File: src/rtl/rip_pkg.sv
package rip_pkg;
  typedef enum logic {
    LK_RD_MISS = 1'b0,
    LK_RD_HIT  = 1'b1
  } lkp_kind_e;
endpackage

File: src/rtl/rip_match.sv
module rip_match #(
  parameter int ENTRIES = 16,
  parameter int TAG_W   = 20
) (
  input  logic                            clk_i,
  input  logic                            rst_ni,
  input  logic [ENTRIES-1:0]              valid_i,
  input  logic [ENTRIES-1:0][TAG_W-1:0]   tag_i,
  input  logic [TAG_W-1:0]                addr_i,
  output logic [ENTRIES-1:0]              match_o
);
  for (genvar g = 0; g < ENTRIES; g++) begin : g_cmp
    assign match_o[g] = valid_i[g] && (tag_i[g] == addr_i);
  end

  // duplicates would give multiple matches
  p_unique_match_r5: assert property (@(posedge clk_i) disable iff (!rst_ni)
    $onehot0(match_o));
endmodule

File: src/rtl/rip_lru.sv
module rip_lru #(
  parameter int ENTRIES = 16,
  localparam int IDX_W  = $clog2(ENTRIES)
) (
  input  logic             clk_i,
  input  logic             rst_ni,
  input  logic             touch_i,
  input  logic [IDX_W-1:0] touch_idx_i,
  output logic [IDX_W-1:0] lru_idx_o
);
  // age 0 = most recent, ENTRIES-1 = least recent; ages form a permutation
  logic [ENTRIES-1:0][IDX_W-1:0] age_q;
  logic [ENTRIES-1:0]            is_old;
  logic [IDX_W-1:0]              ref_age;

  assign ref_age = age_q[touch_idx_i];

  for (genvar g = 0; g < ENTRIES; g++) begin : g_age
    always_ff @(posedge clk_i or negedge rst_ni) begin
      if (!rst_ni) begin
        age_q[g] <= IDX_W'(g);
      end else if (touch_i) begin
        if (IDX_W'(g) == touch_idx_i)  age_q[g] <= '0;
        else if (age_q[g] < ref_age)   age_q[g] <= age_q[g] + 1'b1;
      end
    end
    assign is_old[g] = (age_q[g] == IDX_W'(ENTRIES - 1));
  end

  always_comb begin
    lru_idx_o = '0;
    for (int i = 0; i < ENTRIES; i++)
      if (is_old[i]) lru_idx_o = IDX_W'(i);
  end

  p_single_lru_r7: assert property (@(posedge clk_i) disable iff (!rst_ni)
    $countones(is_old) == 1);

  p_touch_mru_r8: assert property (@(posedge clk_i) disable iff (!rst_ni)
    touch_i |=> age_q[$past(touch_idx_i)] == '0);
endmodule

File: src/rtl/rip_slot_sel.sv
module rip_slot_sel #(
  parameter int ENTRIES = 16,
  localparam int IDX_W  = $clog2(ENTRIES)
) (
  input  logic [ENTRIES-1:0] valid_i,
  input  logic [ENTRIES-1:0] match_i,
  input  logic [IDX_W-1:0]   lru_idx_i,
  output logic [IDX_W-1:0]   slot_o
);
  // priority: existing copy, then lowest free entry, then LRU victim
  always_comb begin
    slot_o = lru_idx_i;
    for (int i = ENTRIES - 1; i >= 0; i--)
      if (!valid_i[i]) slot_o = IDX_W'(i);
    for (int i = 0; i < ENTRIES; i++)
      if (match_i[i]) slot_o = IDX_W'(i);
  end
endmodule

File: src/rtl/rdint_profiler.sv
module rdint_profiler
  import rip_pkg::*;
#(
  parameter int ENTRIES = 16,
  parameter int TAG_W   = 20,
  localparam int IDX_W  = $clog2(ENTRIES)
) (
  input  logic             clk_i,
  input  logic             rst_ni,
  input  logic             lkp_valid_i,
  input  logic             lkp_kind_i,
  input  logic [TAG_W-1:0] lkp_addr_i,
  output logic             lkp_hit_o,
  output logic             place_low_o,
  input  logic             ins_valid_i,
  input  logic [TAG_W-1:0] ins_addr_i
);
  logic [ENTRIES-1:0]            valid_q;
  logic [ENTRIES-1:0][TAG_W-1:0] tag_q;
  logic [ENTRIES-1:0]            lkp_match, ins_match;
  logic [IDX_W-1:0]              lkp_idx, ins_slot, lru_idx, touch_idx;
  logic                          touch_en, ins_hit;

  rip_match #(.ENTRIES(ENTRIES), .TAG_W(TAG_W)) u_lkp_match (
    .clk_i, .rst_ni, .valid_i(valid_q), .tag_i(tag_q),
    .addr_i(lkp_addr_i), .match_o(lkp_match));

  rip_match #(.ENTRIES(ENTRIES), .TAG_W(TAG_W)) u_ins_match (
    .clk_i, .rst_ni, .valid_i(valid_q), .tag_i(tag_q),
    .addr_i(ins_addr_i), .match_o(ins_match));

  rip_lru #(.ENTRIES(ENTRIES)) u_lru (
    .clk_i, .rst_ni, .touch_i(touch_en), .touch_idx_i(touch_idx),
    .lru_idx_o(lru_idx));

  rip_slot_sel #(.ENTRIES(ENTRIES)) u_slot (
    .valid_i(valid_q), .match_i(ins_match), .lru_idx_i(lru_idx),
    .slot_o(ins_slot));

  always_comb begin
    lkp_idx = '0;
    for (int i = 0; i < ENTRIES; i++)
      if (lkp_match[i]) lkp_idx = IDX_W'(i);
  end

  assign ins_hit     = |ins_match;
  assign lkp_hit_o   = lkp_valid_i && (|lkp_match);
  assign place_low_o = lkp_hit_o && (lkp_kind_e'(lkp_kind_i) == LK_RD_MISS);

  // insert owns the recency update when both ports fire
  assign touch_en  = ins_valid_i ||
                     (lkp_hit_o && (lkp_kind_e'(lkp_kind_i) == LK_RD_HIT));
  assign touch_idx = ins_valid_i ? ins_slot : lkp_idx;

  always_ff @(posedge clk_i or negedge rst_ni) begin
    if (!rst_ni) begin
      valid_q <= '0;
      tag_q   <= '0;
    end else if (ins_valid_i) begin
      valid_q[ins_slot] <= 1'b1;
      tag_q[ins_slot]   <= ins_addr_i;
    end
  end

  p_insert_stored_r4: assert property (@(posedge clk_i) disable iff (!rst_ni)
    ins_valid_i |=> valid_q[$past(ins_slot)] &&
                    tag_q[$past(ins_slot)] == $past(ins_addr_i));

  p_free_first_r6: assert property (@(posedge clk_i) disable iff (!rst_ni)
    (ins_valid_i && !ins_hit && !(&valid_q)) |=>
      $countones(valid_q) == $past($countones(valid_q)) + 1);

  p_reinsert_keeps_r5: assert property (@(posedge clk_i) disable iff (!rst_ni)
    (ins_valid_i && ins_hit) |=> $stable(valid_q) && $stable(tag_q));

  p_hit_kind_no_place_r3: assert property (@(posedge clk_i) disable iff (!rst_ni)
    (lkp_valid_i && lkp_kind_i) |-> !place_low_o);
endmodule

File: config.mk
export PLATFORM = sky130hd
export DESIGN_NAME = rdint_profiler
export DESIGN_NICKNAME = d
export VERILOG_FILES = /design/src/rtl/rip_pkg.sv /design/src/rtl/rip_match.sv /design/src/rtl/rip_lru.sv /design/src/rtl/rip_slot_sel.sv /design/src/rtl/rdint_profiler.sv
export SDC_FILE = /design/constraint.sdc
export NUM_CORES = 2
export LEC_CHECK = 0
export BUFFER_PORTS_ARGS = -buffer_cell sky130_fd_sc_hd__buf_2
export CORE_ASPECT_RATIO = 0.8
export CORE_MARGIN = 2
export CORE_UTILIZATION = 64
export DETAILED_ROUTE_END_ITERATION = 10
export PLACE_DENSITY = 0.81
export SETUP_SLACK_MARGIN = 0.2
export SLEW_MARGIN = 0
export SYNTH_ARGS = -nofsm -noshare
export SYNTH_HDL_FRONTEND = slang
export SYNTH_HIERARCHICAL = 1
export SYNTH_SLANG_ARGS = --single-unit
File: constraint.sdc
create_clock -name clk_i -period 9.3 [get_ports clk_i]
set_input_delay 1.86 -clock clk_i [delete_from_list [all_inputs] [get_ports clk_i]]
set_output_delay 1.86 -clock clk_i [all_outputs]
set_load 0.03 [all_outputs]
======== Word-level counts from Yosys, hierarchy flattened ========
Cells that the tools add are included.
storage, ports and cells
  memory bits (writable) .................. 0
  memories ................................ 0
  output and inout port bits .............. 2
  bits of input ports ..................... 45
  logic and storage cells ................. 305
  bits in latches ......................... 0
  ROM bits ................................ 0
  bits in registers ....................... 400
operators by class
  magnitude comparators ................... 19
  $add $sub $neg .......................... 16
  divide/modulo/power cells ............... 0
  equal/unequal tests ..................... 62
  $mul .................................... 0
  bitwise logic cells ..................... 2
  reductions and logical operators ........ 71
  shift operators ......................... 0
  muxes and demuxes ....................... 102
operator list
  cell                   number
  $eq A20 B20 Y1         32
  $mux W4                86
  $bwmux W320            1
  $demux W20 S4          1
  $add A4 B1 Y4 const B  16
  $lt A4 B4 Y1           16
  $eq A4 B4 Y1 const B   15
  $logic_and A1 B1 Y1    36
  $eq A4 B4 Y1 const A   8
  $reduce_and A2 Y1      16
  $reduce_bool A2 Y1     16
  $mux W20               1
  $bmux W4 S4            1
  $eq A3 B4 Y1 const A   4
  $or A16 B16 Y16        1
  $reduce_or A16 Y1      1
  $mux W3                4
  $lt A4 B5 Y1 const B   2
  $eq A2 B4 Y1 const A   2
  $mux W2                4
  $demux W1 S4           1
  $eq A1 B4 Y1 const A   1
  $ge A4 B1 Y1 const B   1
  $logic_not A4 Y1       1
  3 further kinds        5

======== Logic depth before layout (Yosys ltp) ========
  depth after elaboration ................. 54
  mapped depth ............................ 27
  mapped depth without buffers ............ 25

======== Modules after synthesis ========
Netlist, hierarchy kept.
modules (own cells, without submodules)
  module          instances  area an instance (µm²)  sequential area each (µm²)  cells an instance
  rdint_profiler  1          12,863.6                8,408.1                     783
  rip_match       2          3,836.2                 0.0                         472
  rip_lru         1          5,466.5                 1,641.6                     603
  rip_slot_sel    1          346.6                   0.0                         58

======== Worst setup path after synthesis ========
OpenSTA, ideal clock, no wires.
  kind .................................... input -> register
  from .................................... in ins_addr_i[4]
  to ...................................... reg u_lru/age_q[7] (netlist bit)
  arrival time ............................ 8.231 ns
  path buffers ............................ 4
  required time ........................... 9.231 ns
  setup time .............................. 0.069 ns
  cell stages on the path ................. 22
  slack ................................... 1.000 ns
  path through ............................ buf_2 > buf_2 > xnor2_1 > nand4_1 > nor4_1 > a21oi_1 > o21ai_0 > o221ai_1 > o21ai_1 > nor2b_1 > or4_1 > o31ai_1 > buf_6 > buf_1 > mux4_2 > mux4_2 > inv_1 > ha_1 > a21o_1 > o41a_1 > or4_1 > nand3_1
on the way
  elaborated cells on any way between the ends .. 56
  those cells by class .................... order compare: 1; eq/ne: 17; mux: 20; reduce/logical: 18
RTL lines
  item                                 RTL line              source
  start: declaration                   rdint_profiler.sv:16  input logic [TAG_W-1:0] ins_addr_i
  $eq A20 B20 Y1 (*)                   rip_match.sv:13       assign match_o[g] = valid_i[g] && (tag_i[g] == addr_i);
  $logic_and A1 B1 Y1 (*)              rip_match.sv:13
  named net ins_match[5]               rdint_profiler.sv:20  logic [ENTRIES-1:0] lkp_match, ins_match;
  $mux W4 (*) (11 in series)           rip_slot_sel.sv:16    if (match_i[i]) slot_o = IDX_W'(i);
  named net ins_slot[0]                rdint_profiler.sv:21  logic [IDX_W-1:0] lkp_idx, ins_slot, lru_idx, touch_idx;
  $mux W4 (*)                          rdint_profiler.sv:53  assign touch_idx = ins_valid_i ? ins_slot : lkp_idx;
  named net touch_idx[0]               rdint_profiler.sv:21
  $bmux W4 S4                          rip_lru.sv:16         assign ref_age = age_q[touch_idx_i];
  $mux W4 (implied by the code)        rip_lru.sv:16
  $lt A4 B4 Y1                         rip_lru.sv:24         else if (age_q[g] < ref_age) age_q[g] <= age_q[g] + 1'b1;
  $reduce_bool A2 Y1 (no source line)  --
  $reduce_and A2 Y1 (no source line)   --
  end signal: indexed assignment       rip_lru.sv:21         age_q[g] <= IDX_W'(g);
  end: declaration                     rip_lru.sv:12         logic [ENTRIES-1:0][IDX_W-1:0] age_q;
Mark *: on every way through the listed nets, which the timed path passes. The rest lies on a longest branch. The select of a mux whose other input is x is not followed.
A chain may end at the register's enable or synchronous reset.

======== Worst setup path in the final report ========
  from .................................... in ins_addr_i[6]
  to ...................................... reg u_lru/age_q[60] (netlist bit)
on the way
  elaborated cells on any way between the ends .. 56
  those cells by class .................... order compare: 1; eq/ne: 17; mux: 20; reduce/logical: 18
RTL lines
  item                                 RTL line
  $eq A20 B20 Y1 (*)                   rip_match.sv:13
  $logic_and A1 B1 Y1 (*)              rip_match.sv:13
  named net ins_match[1]               rdint_profiler.sv:20
  $mux W4 (*) (15 in series)           rip_slot_sel.sv:16
  named net ins_slot[0]                rdint_profiler.sv:21
  $mux W4 (*)                          rdint_profiler.sv:53
  named net touch_idx[0]               rdint_profiler.sv:21
  $bmux W4 S4                          rip_lru.sv:16
  $mux W4 (implied by the code)        rip_lru.sv:16
  $lt A4 B4 Y1                         rip_lru.sv:24
  $reduce_bool A2 Y1 (no source line)  --
  $reduce_and A2 Y1 (no source line)   --
Marks and branches as above.

==> impl_metrics.yaml <==
detailed_routing:
  vias: 20200
  detail_route.iter0.violations: 2468
  firstDrtPassIters: 5
  routed_wl_um: 80800
  drtAntennaViolNets: 0
  drc: 0
  via_per_inst: 6.70
  avgRoutedWirePerCell_um: 26.8
finish:
  fin_area_um2: 28600
  final_cells: 3008
  fin_nets: 2538
  final_layout_size_suffix_gt1_share_pct: 24.9
  fill_cells: 2881
  synthToLayoutAreaGrowth_pct: 8.48
synthesis:
  synth-seq-cells: 400
  synth_top_cell_by_area: "dfrtp_1"
  synth_edf_count: 0
  yosys-top-cells-area: "dfrtp_1, xnor2_1, mux2_2"
  syn_inst: 2388
  synth-seq-area-share_pct: 38.1
  async_reset_ff_share_pct: 100
  syn_area_per_cell_um2: 11.0
  synthesis.area_um2: 26300
  synth_top_cell_area_share_pct: 34.9
  ys_warn_count: 6
  syn_nets: 2497
  synthDistinctLibCells: 67
  yosys_most_used_dff: "dfrtp_1"
clock_tree:
  numCtsBuffers: 43
  postCtsSetupRepairBufs: 0
  h-tree-depth: 2
  cts_hold_buf: 0
  cts_root_buf: "clkbuf_16"
  cts.repair.resized: 0
  cts.sinks: 400
  cts_tree: "yes"
  path_clk_slew_ns: 0.06
  clk_latency_ns: 0.58
  clk_path_buf_depth: 3
global_route:
  grt_pass1_wl_um: 122000
  antenna_found_initial: 1
  grt_max_degree: 173
  gr-total-overflow: 0
  grt_usage_pct: 38.0
  grt_pass1_vias: 20200
timing:
  maxSlewViolCount: 0
  fmaxAchievable_ghz: 0.118
  fin_worst_skew_ns: 0.0310
  slew-limit-headroom_pct: 20.5
  layout_setup_ws_ns: 0.818
  tns_ns: 0
  finalHoldViolations: 0
  period_share_pct: 91.2
  period_needed_ns: 8.48
  setup_viol_count_final: 0
  worst_pin_slew_ns: 1.19
  grt_setup_unrepaired: "no"
worst_setup_path:
  reg2reg_from: "u_lru/age_q[4]$_DFFE_PN1P_"
  worstPathRequired_ns: 9.78
  path_class: "in -> reg"
  crit_fanout: 18
  cp-end-kind: "flop"
  start_kind: "input port"
  ff2ff_setup_slack_ns: 1.64
  critPathLaunch: "ins_addr_i[6]"
  worstRegToRegCells: 25
  worst_ep_arrival_time_ns: 8.96
  r2r_end: "u_lru/age_q[60]$_DFFE_PN1P_"
placed_design:
  place.gp.congestion: 0.961
  dpl.cell_count: 2928
  detailed_place.area_um2: 27200
  port_buffers: 46
  hpwl_um: 55100
  place_ws_ns: 0.486
power:
  switching_power_mw: 4.19
  combPwrFrac_pct: 49.1
  ir_drop_v: 0.000221
  power_density_nw_per_um2: 360
  finalPower_mw: 10.3
  seq_power_share_pct: 34.2
  p_sw_share_pct: 40.7
  leakage_nw: 11.9
  clockPowerShare_pct: 16.8
  p_int_mw: 6.10
die:
  dieArea_um2: 42800
  coreArea_um2: 40600
  start_util_pct: 64.9
  dieWidth_um: 231
  core.rowCount: 66
  ios: 47
  die_h_um: 185
worst_hold_path:
  hold_path_depth: 2
  hold_class: "reg -> reg"
  holdPathEnd: "u_lru/age_q[35]$_DFFE_PN1P_"
  worstHoldStart: "u_lru/age_q[35]$_DFFE_PN1P_"
job:
  max_cap_viol_count: 0
outcome:
  status: "finished clean"
-- synthesized netlist by cell type (8+ instances only) --
master	instances
ha_1	64
mux2_2	279
mux4_2	13
a22o_1	16
nand3_1	68
buf_4	15
nor3b_1	9
xor2_1	256
nand4_1	103
nor3_1	12
nor4_1	89
nor4_2	19
mux2_4	38
xnor2_1	384
a21oi_1	32
dfstp_2	32
o21ai_0	52
mux2_1	19
nor2b_1	35
nand2_1	102
and3_1	15
nand2b_1	21
nor2_1	75
inv_1	21
clkbuf_1	30
dfrtp_1	368
buf_2	71
buf_6	28
nand4b_1	8
a211o_1	13
or2_2	10
-- logic make-up (layout without fill, tap and decap cells) --
logic type	Yosys count	in the layout	share of synthesized area (%)
adders and majority gates	64	64	3.04
other	0	1	0
muxes	355	355	16.6
and+or+nand+nor	584	584	12.6
DFF	400	400	38.1
buffers and inverters	172	247	3.92
AOI/OAI and AO/OA	173	173	4.46
xor gates and xnor gates	640	640	21.3
-- cell type report --
cell class	count	area, um^2	area share (%)
Multi-Input combinational cell	1816	15300	53.5
Antenna cell	1	2.50	0.00875
Timing Repair Buffer	146	1080	3.77
Clock buffer	67	1260	4.40
Clock inverter	12	129	0.451
Inverter	22	82.6	0.289
Sequential cell	400	10000	35.2
Tap cell	544	681	2.38
-- worst max-delay path: stages --
cell	delay (ns)
buf_2	0.45
buf_4	0.39
xor2_1	0.10
nor4_1	0.18
nand3_1	0.13
nor4_2	0.28
a31oi_1	0.11
nor4_1	0.28
o221ai_1	0.18
o21ai_1	0.37
nor2b_1	0.12
or4_1	0.56
o31ai_4	0.71
buf_4	0.32
mux4_2	0.51
mux4_2	0.47
inv_1	0.12
buf_4	0.26
ha_1	0.29
a21oi_1	0.19
nand2_1	0.07
o21ai_0	0.42
o21ai_0	0.21
mux2_2	0.34
-- state kept, by name, summed over array words and instances, names as in the netlist --
name and flops:
u_lru/age_q 64, valid_q 16, tag_q 320
-- through the flow --
stage	util, %	hold WS [ns]
after CTS	70.3	0.487
after detailed placement	66.9	0.482
after global placement	66.9	0.470
after floorplan	-	0.458
final	70.4	0.492
after global routing	70.4	0.521
-- power groups by stage --
stage / Sequential (mW) / Combinational, mW / Clock (mW)
detailed placement: 3.50 / 4.91 / 0
finish: 3.52 / 5.05 / 1.73
global placement: 3.43 / 4.68 / 0
floorplan: 3.23 / 3.95 / 0
CTS: 3.48 / 4.95 / 1.74
global route: 3.61 / 5.49 / 1.82
-- layer usage --
metal / GRT usage (%) / up-vias / share of wire (%)
met5: 0 / - / 0
met4: 16.3 / 0 / 4.7
met3: 8.62 / 290 / 12
met2: 57.1 / 1216 / 43
met1: 52.9 / 10200 / 40
li1: - / 8496 / -
-- how the worst max path moves through the flow --
stage | end | cells past startpoint
after floorplan | u_lru/age_q[7]$_DFFE_PN0P_ | 22
after global routing | u_lru/age_q[60]$_DFFE_PN1P_ | 24
after global placement | u_lru/age_q[7]$_DFFE_PN0P_ | 23
final | u_lru/age_q[60]$_DFFE_PN1P_ | 24
after CTS | u_lru/age_q[7]$_DFFE_PN0P_ | 24
after detailed placement | u_lru/age_q[19]$_DFFE_PN0P_ | 24
-- cells in the final DEF (no fill, tap or decap), drive strengths merged, types with 8 or more instances in the layout --
cell / instances
a22o: 16
mux2: 336
dfrtp: 368
nand4: 103
nand3: 68
nor3: 12
a211o: 13
clkinv: 9
xnor2: 384
dfstp: 32
nor3b: 9
ha: 64
mux4: 19
clkbuf: 67
and3: 15
xor2: 256
or2: 12
o21ai: 53
inv: 23
a21oi: 32
nand2b: 21
nor2b: 35
nor4: 109
nor2: 75
nand2: 103
nand4b: 8
buf: 146
Note: power is estimated with default switching activity, not from simulation.
